File: config.mk
export PLATFORM = sky130hd
export DESIGN_NAME = irq_poller
export DESIGN_NICKNAME = d
export VERILOG_FILES = /design/src/rtl/irq_poll_pkg.sv /design/src/rtl/irq_sync.sv /design/src/rtl/poll_seq.sv /design/src/rtl/spur_counter.sv /design/src/rtl/irq_poller.sv
export SDC_FILE = /design/constraint.sdc
export NUM_CORES = 1
export LEC_CHECK = 0
export BUFFER_PORTS_ARGS = -buffer_cell sky130_fd_sc_hd__buf_2
export CAP_MARGIN = 10
export CORE_MARGIN = 5
export CORE_UTILIZATION = 30
export CTS_BUF_LIST = sky130_fd_sc_hd__clkbuf_2 sky130_fd_sc_hd__clkbuf_4 sky130_fd_sc_hd__clkbuf_8
export DETAILED_ROUTE_END_ITERATION = 6
export SYNTH_ARGS = -nofsm -noshare
export SYNTH_HDL_FRONTEND = slang
export SYNTH_SLANG_ARGS = --single-unit
File: constraint.sdc
create_clock -name clk -period 2.2 [get_ports clk]
set_clock_uncertainty 0.05 [all_clocks]
set_input_delay 0.33 -clock clk [delete_from_list [all_inputs] [get_ports clk]]
set_output_delay 0.33 -clock clk [all_outputs]
set_load 0.01 [all_outputs]
File: src/rtl/irq_poll_pkg.sv
package irq_poll_pkg;
  typedef enum logic [1:0] {
    ST_IDLE = 2'd0,
    ST_POLL = 2'd1,
    ST_COOL = 2'd2
  } poll_state_t;
endpackage

File: src/rtl/irq_sync.sv
module irq_sync #(
  parameter int STAGES = 2
) (
  input  logic clk,
  input  logic rst,
  input  logic line_n,
  output logic req
);
  logic [STAGES-1:0] sh;

  generate
    if (STAGES == 1) begin : g_one
      always_ff @(posedge clk) begin
        if (rst) sh <= '0;
        else     sh <= ~line_n;
      end
    end else begin : g_chain
      always_ff @(posedge clk) begin
        if (rst) sh <= '0;
        else     sh <= {sh[STAGES-2:0], ~line_n};
      end
    end
  endgenerate

  assign req = sh[STAGES-1];
endmodule

File: src/rtl/poll_seq.sv
module poll_seq
  import irq_poll_pkg::*;
#(
  parameter int N_DEV  = 4,
  parameter int SETTLE = 2
) (
  input  logic             clk,
  input  logic             rst,
  input  logic             req,
  input  logic             mode_rr,
  input  logic [N_DEV-1:0] dev_status,
  output logic [N_DEV-1:0] grant,
  output logic             spur_pulse
);
  localparam int IDX_W = (N_DEV > 1) ? $clog2(N_DEV) : 1;
  localparam int CL_W  = $clog2(SETTLE + 1);
  localparam logic [IDX_W-1:0] TOP_IDX = IDX_W'(N_DEV - 1);

  poll_state_t      state;
  logic [IDX_W-1:0] ptr;
  logic [IDX_W-1:0] last;
  logic [IDX_W-1:0] steps;
  logic [CL_W-1:0]  cool;

  function automatic logic [IDX_W-1:0] step_idx(input logic [IDX_W-1:0] i);
    return (i == TOP_IDX) ? '0 : i + 1'b1;
  endfunction

  always_ff @(posedge clk) begin
    if (rst) begin
      state      <= ST_IDLE;
      ptr        <= '0;
      last       <= TOP_IDX;
      steps      <= '0;
      cool       <= '0;
      grant      <= '0;
      spur_pulse <= 1'b0;
    end else begin
      grant      <= '0;
      spur_pulse <= 1'b0;
      case (state)
        ST_IDLE: begin
          if (req) begin
            state <= ST_POLL;
            ptr   <= mode_rr ? step_idx(last) : '0;
            steps <= '0;
          end
        end
        ST_POLL: begin
          if (dev_status[ptr]) begin
            grant <= N_DEV'(1) << ptr;
            last  <= ptr;
            state <= ST_COOL;
            cool  <= '0;
          end else if (steps == TOP_IDX) begin
            spur_pulse <= 1'b1;
            state      <= ST_COOL;
            cool       <= '0;
          end else begin
            ptr   <= step_idx(ptr);
            steps <= steps + 1'b1;
          end
        end
        ST_COOL: begin
          if (cool == CL_W'(SETTLE - 1)) state <= ST_IDLE;
          else                           cool  <= cool + 1'b1;
        end
        default: state <= ST_IDLE;
      endcase
    end
  end
endmodule

File: src/rtl/spur_counter.sv
module spur_counter #(
  parameter int CNT_W = 8
) (
  input  logic             clk,
  input  logic             rst,
  input  logic             hit,
  output logic [CNT_W-1:0] count,
  output logic             flag
);
  localparam logic [CNT_W-1:0] CMAX = '1;

  always_ff @(posedge clk) begin
    if (rst) begin
      count <= '0;
      flag  <= 1'b0;
    end else if (hit) begin
      flag <= 1'b1;
      if (count != CMAX) count <= count + 1'b1;
    end
  end
endmodule

File: src/rtl/irq_poller.sv
module irq_poller #(
  parameter int N_DEV       = 4,
  parameter int CNT_W       = 8,
  parameter int SYNC_STAGES = 2
) (
  input  logic             clk,
  input  logic             rst,
  input  logic             irq_n,
  input  logic             mode_rr,
  input  logic [N_DEV-1:0] dev_status,
  output logic [N_DEV-1:0] grant,
  output logic [CNT_W-1:0] spur_cnt,
  output logic             spur_flag
);
  localparam int SETTLE = SYNC_STAGES;

  logic req_s;
  logic spur_hit;

  irq_sync #(.STAGES(SYNC_STAGES)) u_sync (
    .clk(clk), .rst(rst), .line_n(irq_n), .req(req_s)
  );

  poll_seq #(.N_DEV(N_DEV), .SETTLE(SETTLE)) u_seq (
    .clk(clk), .rst(rst), .req(req_s), .mode_rr(mode_rr),
    .dev_status(dev_status), .grant(grant), .spur_pulse(spur_hit)
  );

  spur_counter #(.CNT_W(CNT_W)) u_spur (
    .clk(clk), .rst(rst), .hit(spur_hit), .count(spur_cnt), .flag(spur_flag)
  );
endmodule

## After elaboration in Yosys (flattened, before gate mapping)

Cells that the tools add are included.

- Add/sub/neg operators: 5
- Multipliers: 0
- Divide/modulo/power cells: 0
- $lt $le $gt $ge: 1
- Equality and inequality tests: 13
- Shift-type cells: 1
- Mux-type cells: 23
- Bitwise operators: 3
- Reductions and logical operators: 10

Operator list:

| cell | number |
|---|---|
| two-way mux 2 bit | 16 |
| one-hot mux 2 bit (2 select lines) | 3 |
| adder 2 x 1 -> 2 bit (second input constant) | 4 |
| adder 8 x 1 -> 8 bit (second input constant) | 1 |
| == test 2 bit (second input constant) | 4 |
| != test 2 bit (second input constant) | 4 |
| != test 8 bit (second input constant) | 1 |
| one-hot mux 2 bit (3 select lines) | 1 |
| AND reduction 3 bit | 2 |
| OR reduction 3 bit | 2 |
| == test 2 x 1 -> 1 bit (second input constant) | 2 |
| AND reduction 2 bit | 2 |
| AND reduction 4 bit | 1 |
| nonzero test 2 bit | 2 |
| left shift 1 x 2 -> 4 bit (first input constant) | 1 |
| less-than comparator 2 x 3 -> 1 bit (second input constant) | 1 |
| != test 3 x 1 -> 1 bit (second input constant) | 1 |
| NOT 1 bit | 3 |
| binary-select mux 1 bit (select 2 bit) | 1 |
| logical NOT 2 bit | 1 |
| two-way mux 1 bit | 2 |
| != test 2 x 1 -> 1 bit (second input constant) | 1 |

- Flip-flop bits (word level): 26
- Latch bits: 0
- RAM bits: 0
- Memory bits (read-only): 0
- Bits of input ports: 8
- Logic and storage cells: 66
- Memories: 0

## Logic depth before layout (Yosys ltp)

Gate-level depths: netlist (run 1).

- Depth after elaboration: 5
- Depth in mapped cells: 6
- Gate-level depth less buffers: 6

## By module

From an unflattened synthesis (run 1), not the netlist that was laid out.

- Cell total of the unflattened synthesis: 131
- Area, all modules: 1,277.5 um^2

Modules (own cells, without submodules):

| module | instances | cells an instance | area an instance (um^2) |
|---|---|---|---|
| poll_seq | 1 | 75 | 750.7 |
| spur_counter | 1 | 52 | 476.7 |
| irq_sync | 1 | 4 | 50.0 |

## Worst setup path before layout (run 1)

OpenSTA, ideal clock, no wires.

- Kind: register to register
- From: register u_spur.count[0]
- To: register u_spur.count[1]
- Library setup time: 0.128 ns
- Arrival: 1.521 ns
- Required time: 2.022 ns
- Setup slack: 0.502 ns
- Stages on the path, launching flop included: 6
- Buffers on the path: 0
- Path through: dfxtp_1 -> ha_1 -> nand4_1 -> o31ai_1 -> mux2i_1 -> nor2_1

- Word-level cells in the longest chain between the ends: 2
- Elaborated cells on any way between the ends: 3

Ends and longest elaborated chain:

| item | line | text |
|---|---|---|
| start: declaration | spur_counter.sv:7 | `output logic [CNT_W-1:0] count,` |
| start signal: assignment | spur_counter.sv:18 | `if (count != CMAX) count <= count + 1'b1;` |
| parallel branches: the longest is 2 deep, another holds adder 8 x 1 -> 8 bit | - |  |

Parallel ways; which one is timed is not known.
A chain may end at the register's enable or synchronous reset.

## Worst setup path after layout (run 1)

Same ends and word-level chain as after synthesis.

==> summary.md, run 1 <==
| Metric | Value |
|---|---|
| Status | `completed` |
| Tot GR Track Use | `about a tenth` |
| Clk pwr share | `about 41%` |
| Antenna diode count | `0` |
| Synth top area share | `around 44%` |
| CP startpoint kind | `register` |
| Critical path peak fanout | `5` |
| Router iterations before antenna repair | `4` |
| Synth cell types | `38` |
| Comb pwr share | `just under 7%` |
| Mapped Nets | `between 100 and 150` |
| Most common cell after layout, fill and taps aside | `dfxtp_1` |
| R2r endpoint | `u_spur.count[1]$_SDFFE_PP0P_` |
| Internal power | `between 0.0007 and 0.0008 W` |
| Layout cells sized above 1 | `a little under a quarter` |
| GRT overflow | `0` |
| Placer Congestion | `0.856` |
| Root buffer cell | `clkbuf_8` |
| Vias in the first global route | `approximately 1000` |
| Fmax | `between 500 and 600 MHz` |
| Final setup fails | `0` |
| # IOs | `21` |
| First-pass GRT wire length | `around 4200 um` |
| Post-detailed-routing wire length | `about 2400 um` |
| Clk buf depth | `2` |
| Least-Margin Pin Slew | `around 0.53 ns` |
| Die width | `between 70 and 80 um` |
| Data arrival time of the worst path | `about 1.9 ns` |
| Clock Pin Slew Worst Setup and Hold Paths | `about 0.09 ns` |
| R2R Path Start | `u_spur.count[0]$_SDFFE_PP0P_` |
| P_sw | `~0.00019 W` |
| Drt wl/cell | `12.1 um` |
| Power Density | `roughly 680 nW/um2` |
| # hold bufs at CTS | `0` |
| Rows | `22` |
| Post-synthesis sequential area ratio | `44.3%` |
| Peak VDD IR | `0.397 mV` |
| Post-route cell area | `1390 um2` |
| Seq pwr share | `between 50% and 60%` |
| MaxCap Viol Count | `0` |
| Cell taking the most area after synthesis | `dfxtp_1` |
| Commonest non-fill, non-tap cells in the layout | `dfxtp_1 (26), buf_2 (20), nor2_1 (16), nand2_1 (10), a21oi_1 (9)` |
| Core ar. | `between 3000 and 4000 um2` |
| Clock latency on the worst-skew pair | `0.27 ns` |
| Clock Sinks | `26` |
| Syn-to-layout area delta | `18.3%` |
| Routed vias | `1030` |
| Vias per cell | `between 5 and 6` |
| Setup TNS | `0 ns` |
| Final Cycle Share | `83.4%` |
| Flop2flop setup slack | `between 0.3 and 0.4 ns` |
| Placed Instance Area | `1320 um2` |
| EDFF count, synth | `0` |
| Pleak | `~0.56 nW` |
| Post-synth ARST share | `0%` |
| CP required | `between 2 and 2.5 ns` |
| Worst Setup SP | `u_spur.count[0]$_SDFFE_PP0P_` |
| Drc violations | `0` |
| ANT nets after route | `0` |
| HPWL Detailed | `~1800 um` |
| CTS H-tree lvls | `1` |
| Yosys warning count | `0` |
| Area contributors post-synth | `dfxtp_1 (44%), ha_1 (5.3%), nor2_1 (5.1%)` |
| Largest net degree at the start of global routing | `20` |
| Mapped Cells | `130` |
| Crit Path Class | `register to register` |
| Chip height | `about 73 um` |
| DIE AREA | `around 5300 um2` |
| Tightest Hold Check Type | `input pin to register` |
| Post-CTS setup buffers | `0` |
| CTS tree | `built` |
| Worst setup EP type | `register` |
| Cts bufs inserted | `3` |
| RSZ-0062 raised after global routing | `false` |
| Synth Cell Area | `around 1200 um2` |
| Starting Density | `between 30% and 40%` |
| Hold_sp | `irq_n` |
| Post-CTS Resized | `0` |
| Hold path cells | `2` |
| Top FF cell, synth | `dfxtp_1` |
| Seq cells post-synth | `26` |
| Switching share of total power | `between 20% and 30%` |
| End of the critical path | `u_spur.count[1]$_SDFFE_PP0P_` |
| I/O Buffers | `20` |
| Initial antenna violation count | `0` |
| Register-to-Register Path Depth | `5` |
| Final hold vios | `0` |
| Relative slew margins | `between 60 and 70%` |
| Slew Viols, Final | `0` |
| Syn Area/Cell | `9.04 um2` |
| Final net count | `165` |
| Minimum clock period | `~1.8 ns` |
| DRT iter0 DRCs | `38` |
metal layers:
layer,vias to the layer above,share of wire (%),GRT usage (%)
met5,-,0,0
met4,0,0,0.820
met3,0,6.9,3.31
met2,32,49,17.1
met1,492,44,11.2
li1,506,-,-
state kept, by name, indices dropped and copies added, names as in the netlist:
register	cells
u_seq.ptr	2
u_spur.flag	1
u_seq.state	2
u_seq.grant	4
u_spur.count	8
u_seq.spur_pulse	1
u_seq.last	2
u_seq.cool	2
u_seq.steps	2
u_sync.sh	2
final cells by class:
| cell class | count | area (um2) |
|---|---|---|
| tap | 48 | 60.1 |
| timing repair buffer | 21 | 108 |
| sequential | 26 | 520 |
| multi-input combinational | 94 | 608 |
| clock inverter | 1 | 30.0 |
| fill | 394 | 2330 |
| inverter | 6 | 22.5 |
| clock buffer | 3 | 41.3 |
power by group through the flow:
| stage | registers (W) | clock network (W) | logic, W |
|---|---|---|---|
| finish | 0.000487 | 0.000390 | 0.0000656 |
| global route | 0.000489 | 0.000423 | 0.0000726 |
| CTS | 0.000487 | 0.000406 | 0.0000656 |
| detailed placement | 0.000498 | 0 | 0.0000653 |
| global placement | 0.000498 | 0 | 0.0000633 |
| floorplan | 0.000495 | 0 | 0.0000515 |
synthesized netlist by cell type (all sizes together), types with 2 or more instances:
library cell / instances
dfxtp: 26
a31oi: 2
ha: 5
and4: 3
nor2b: 2
nor2: 17
and3: 2
a21oi: 9
inv: 6
nand3: 5
o31ai: 2
clkbuf: 2
nand4: 2
mux2i: 2
nand2b: 4
a211oi: 3
nor4b: 2
nor3: 6
nand2: 10
buf: 2
o21ai: 6
logic make-up (layout without fill, tap and decap cells):
family / Yosys count / count (layout) / share of synthesized area [%]
buffers and inverters: 10 / 31 / 3.94
multiplexers: 4 / 4 / 4.58
adder cells (fa/ha/maj): 5 / 5 / 5.32
flip-flops: 26 / 26 / 44.3
XOR/XNOR: 2 / 2 / 1.49
AO/OA/AOI/OAI: 25 / 25 / 13.6
AND/OR/NAND/NOR: 58 / 58 / 26.7
stage by stage:
step	util [%]	std cells	setup WS (ns)	hold slack (ns)	total power [W]
floorplan	-	130	0.502	0.347	0.000546
global placement	35.5	195	0.459	0.388	0.000561
detailed placement	35.5	195	0.392	0.393	0.000564
CTS	37.4	199	0.373	0.140	0.000959
global route	37.4	199	0.184	0.134	0.000984
finish	37.4	199	0.365	0.146	0.000943
critical path: stages, from the launching register on:
cell     delay (ns)
dfxtp_1        0.40
ha_1           0.23
nand4_1        0.21
o31ai_1        0.54
mux2i_1        0.25
nor2_1         0.05
worst min-delay path by stage:
stage | endpoint | slack [ns]
floorplan | u_sync.sh[0]$_SDFF_PP0_ | 0.35
global placement | u_sync.sh[1]$_SDFF_PP0_ | 0.39
detailed placement | u_sync.sh[1]$_SDFF_PP0_ | 0.39
CTS | u_sync.sh[0]$_SDFF_PP0_ | 0.14
global route | u_sync.sh[0]$_SDFF_PP0_ | 0.13
finish | u_sync.sh[0]$_SDFF_PP0_ | 0.15
No activity file was read; power rests on OpenSTA's default activity.
==> run 2, diff against run 1 <==
==> constraint.sdc (replaced) <==
create_clock -name clk -period 1.8 [get_ports clk]
set_clock_uncertainty 0.05 [all_clocks]
set_input_delay 0.27 -clock clk [delete_from_list [all_inputs] [get_ports clk]]
set_output_delay 0.27 -clock clk [all_outputs]
set_load 0.01 [all_outputs]
==> summary.md, run 2 (synthesis gave the netlist of run 1 again) <==
| Metric | Value |
|---|---|
| Die width | `72.6 um` |
| Peak VDD IR | `~0.50 mV` |
| Root buffer cell | `clkbuf_8` |
| Final setup fails | `0` |
| Chip height | `a little over 70 um` |
| Utilization after layout | `a little under two fifths` |
| Clk buf depth | `2` |
| MaxCap Viol Count | `0` |
| Setup TNS | `0 ns` |
| First-pass GRT wire length | `about 4300 um` |
| DIE AREA | `between 5000 and 6000 um2` |
| CTS tree | `built` |
| Relative slew margins | `about 73%` |
| Fmax | `between 600 and 700 MHz` |
| ANT nets after route | `0` |
| Post-CTS Resized | `0` |
| Flop2flop setup slack | `~0.17 ns` |
| Drt wl/cell | `12.3 um` |
| Antenna diode count | `0` |
| Crit Path Class | `register to register` |
| Vias per cell | `approximately 5` |
| Clock latency on the worst-skew pair | `between 0.2 and 0.3 ns` |
| Placer Congestion | `between 0.8 and 0.9` |
| Register with the most flip-flops | `u_spur.count` |
| Worst setup EP type | `register` |
| GRT overflow | `0` |
| Router iterations before antenna repair | `2` |
| Minimum clock period | `between 1.5 and 2 ns` |
| Final hold vios | `0` |
| Drc violations | `0` |
| Commonest non-fill, non-tap cells in the layout | `dfxtp_1 (26), buf_2 (20), nor2_1 (16), nand2_1 (10), a21oi_1 (9)` |
| Most common cell after layout, fill and taps aside | `dfxtp_1` |
| Initial antenna violation count | `0` |
| Worst path max stage delay | `roughly 0.40 ns` |
| Hold_ws | `around 0.09 ns` |
| Placed Instance Area | `1340 um2` |
| Worst path bufs/invs | `1` |
| # IOs | `21` |
| Pleak | `approximately 0.58 nW` |
| Largest net degree at the start of global routing | `19` |
| Vias in the first global route | `~960` |
| Tot GR Track Use | `approximately 10%` |
| Least-Margin Pin Slew | `roughly 0.40 ns` |
| Final Cycle Share | `roughly nine tenths` |
| Post-detailed-routing wire length | `~2500 um` |
| Tightest Hold Check Type | `input pin to register` |
| DRT iter0 DRCs | `49` |
| CP startpoint kind | `register` |
| Clock Sinks | `26` |
| Clock Pin Slew Worst Setup and Hold Paths | `0.09 ns` |
| Post-route cell area | `1410 um2` |
| CP required | `1.91 ns` |
| Largest register FFs | `8` |
| Top delay family on crit path | `flip-flops` |
| RSZ-0062 raised after global routing | `false` |
| Status | `completed` |
| Starting Density | `31.6%` |
| Cts bufs inserted | `3` |
| Core ar. | `3720 um2` |
| Largest registers | `u_spur.count: 8 flops, u_seq.grant: 4 flops` |
| # hold bufs at CTS | `0` |
| Slowest cell on crit path | `dfxtp_1` |
| Syn-to-layout area delta | `20.1%` |
| HPWL Detailed | `between 1500 and 2000 um` |
| Data arrival time of the worst path | `~1.8 ns` |
| CTS H-tree lvls | `1` |
| CP cell instances | `ha_1 -> nand4_1 -> o31ai_1 -> buf_4 -> mux2i_1 -> nor2_1` |
| Critical path peak fanout | `4` |
| Routed vias | `around 1000` |
| Final net count | `170` |
| Power Density | `between 700 and 800 nW/um2` |
| Slew Viols, Final | `0` |
| I/O Buffers | `20` |
| Layout cells sized above 1 | `about 25%` |
| Rows | `22` |
## run 2: changes by cell type in the layout (fill, tap and decap cells not counted), sizes merged
cell and change:
buf +5, bufinv -1, clkbuf +1
## run 2: repair_timing
action / in CTS / in global routing
buffers inserted: 0 / 2
endpoints found under the hold margin: 0 / 0
setup endpoints to repair: 0 / 1
## run 2: through the flow
step | setup WS, ns | std cells | power (W)
floorplan | 0.102 | 130 | 0.000668
detailed placement | 0.148 | 198 | 0.000694
global placement | 0.159 | 198 | 0.000690
finish | 0.165 | 204 | 0.00106
CTS | 0.144 | 202 | 0.00107
global route | 0.0219 | 204 | 0.00112
## run 2: worst paths after layout
path / start / end / depth (start not counted)
worst max-delay path: u_spur.count[0]$_SDFFE_PP0P_ / u_spur.count[1]$_SDFFE_PP0P_ / 6
worst min-delay path: irq_n / u_sync.sh[0]$_SDFF_PP0_ / 2
worst max register to register: u_spur.count[0]$_SDFFE_PP0P_ / u_spur.count[1]$_SDFFE_PP0P_ / 6
worst min register to register: u_sync.sh[0]$_SDFF_PP0_ / u_sync.sh[1]$_SDFF_PP0_ / 1
## run 2: cell type report
type | count | area [um2]
inverters | 6 | 22.5
clock buffers | 4 | 55.1
flip-flops and latches | 26 | 520
multi-input cells | 94 | 608
repair buffers | 26 | 145
fillers | 396 | 2300
well taps | 48 | 60.1
## run 2: worst register-to-register path, cell delays in order, from the launching register on
cell     delay (ns)
dfxtp_1        0.40
ha_1           0.23
nand4_1        0.18
o31ai_1        0.28
buf_4          0.17
mux2i_1        0.17
nor2_1         0.05
## run 2: report_power, final
group          total (W)  switching [W]  internal [W]  leakage, nW
clock network   0.000374       0.000178      0.000195       0.0288
registers       0.000593     0.00000848      0.000585        0.210
logic          0.0000882      0.0000509     0.0000373        0.338
## run 2: per-layer routing
metal / vias up / global-route usage (%) / wire (um)
li1: 516 / - / -
met1: 464 / 12.0 / 1140
met2: 26 / 16.3 / 1190
met3: 2 / 4.27 / 174
met4: 0 / 2.46 / 14
met5: - / 0 / 0
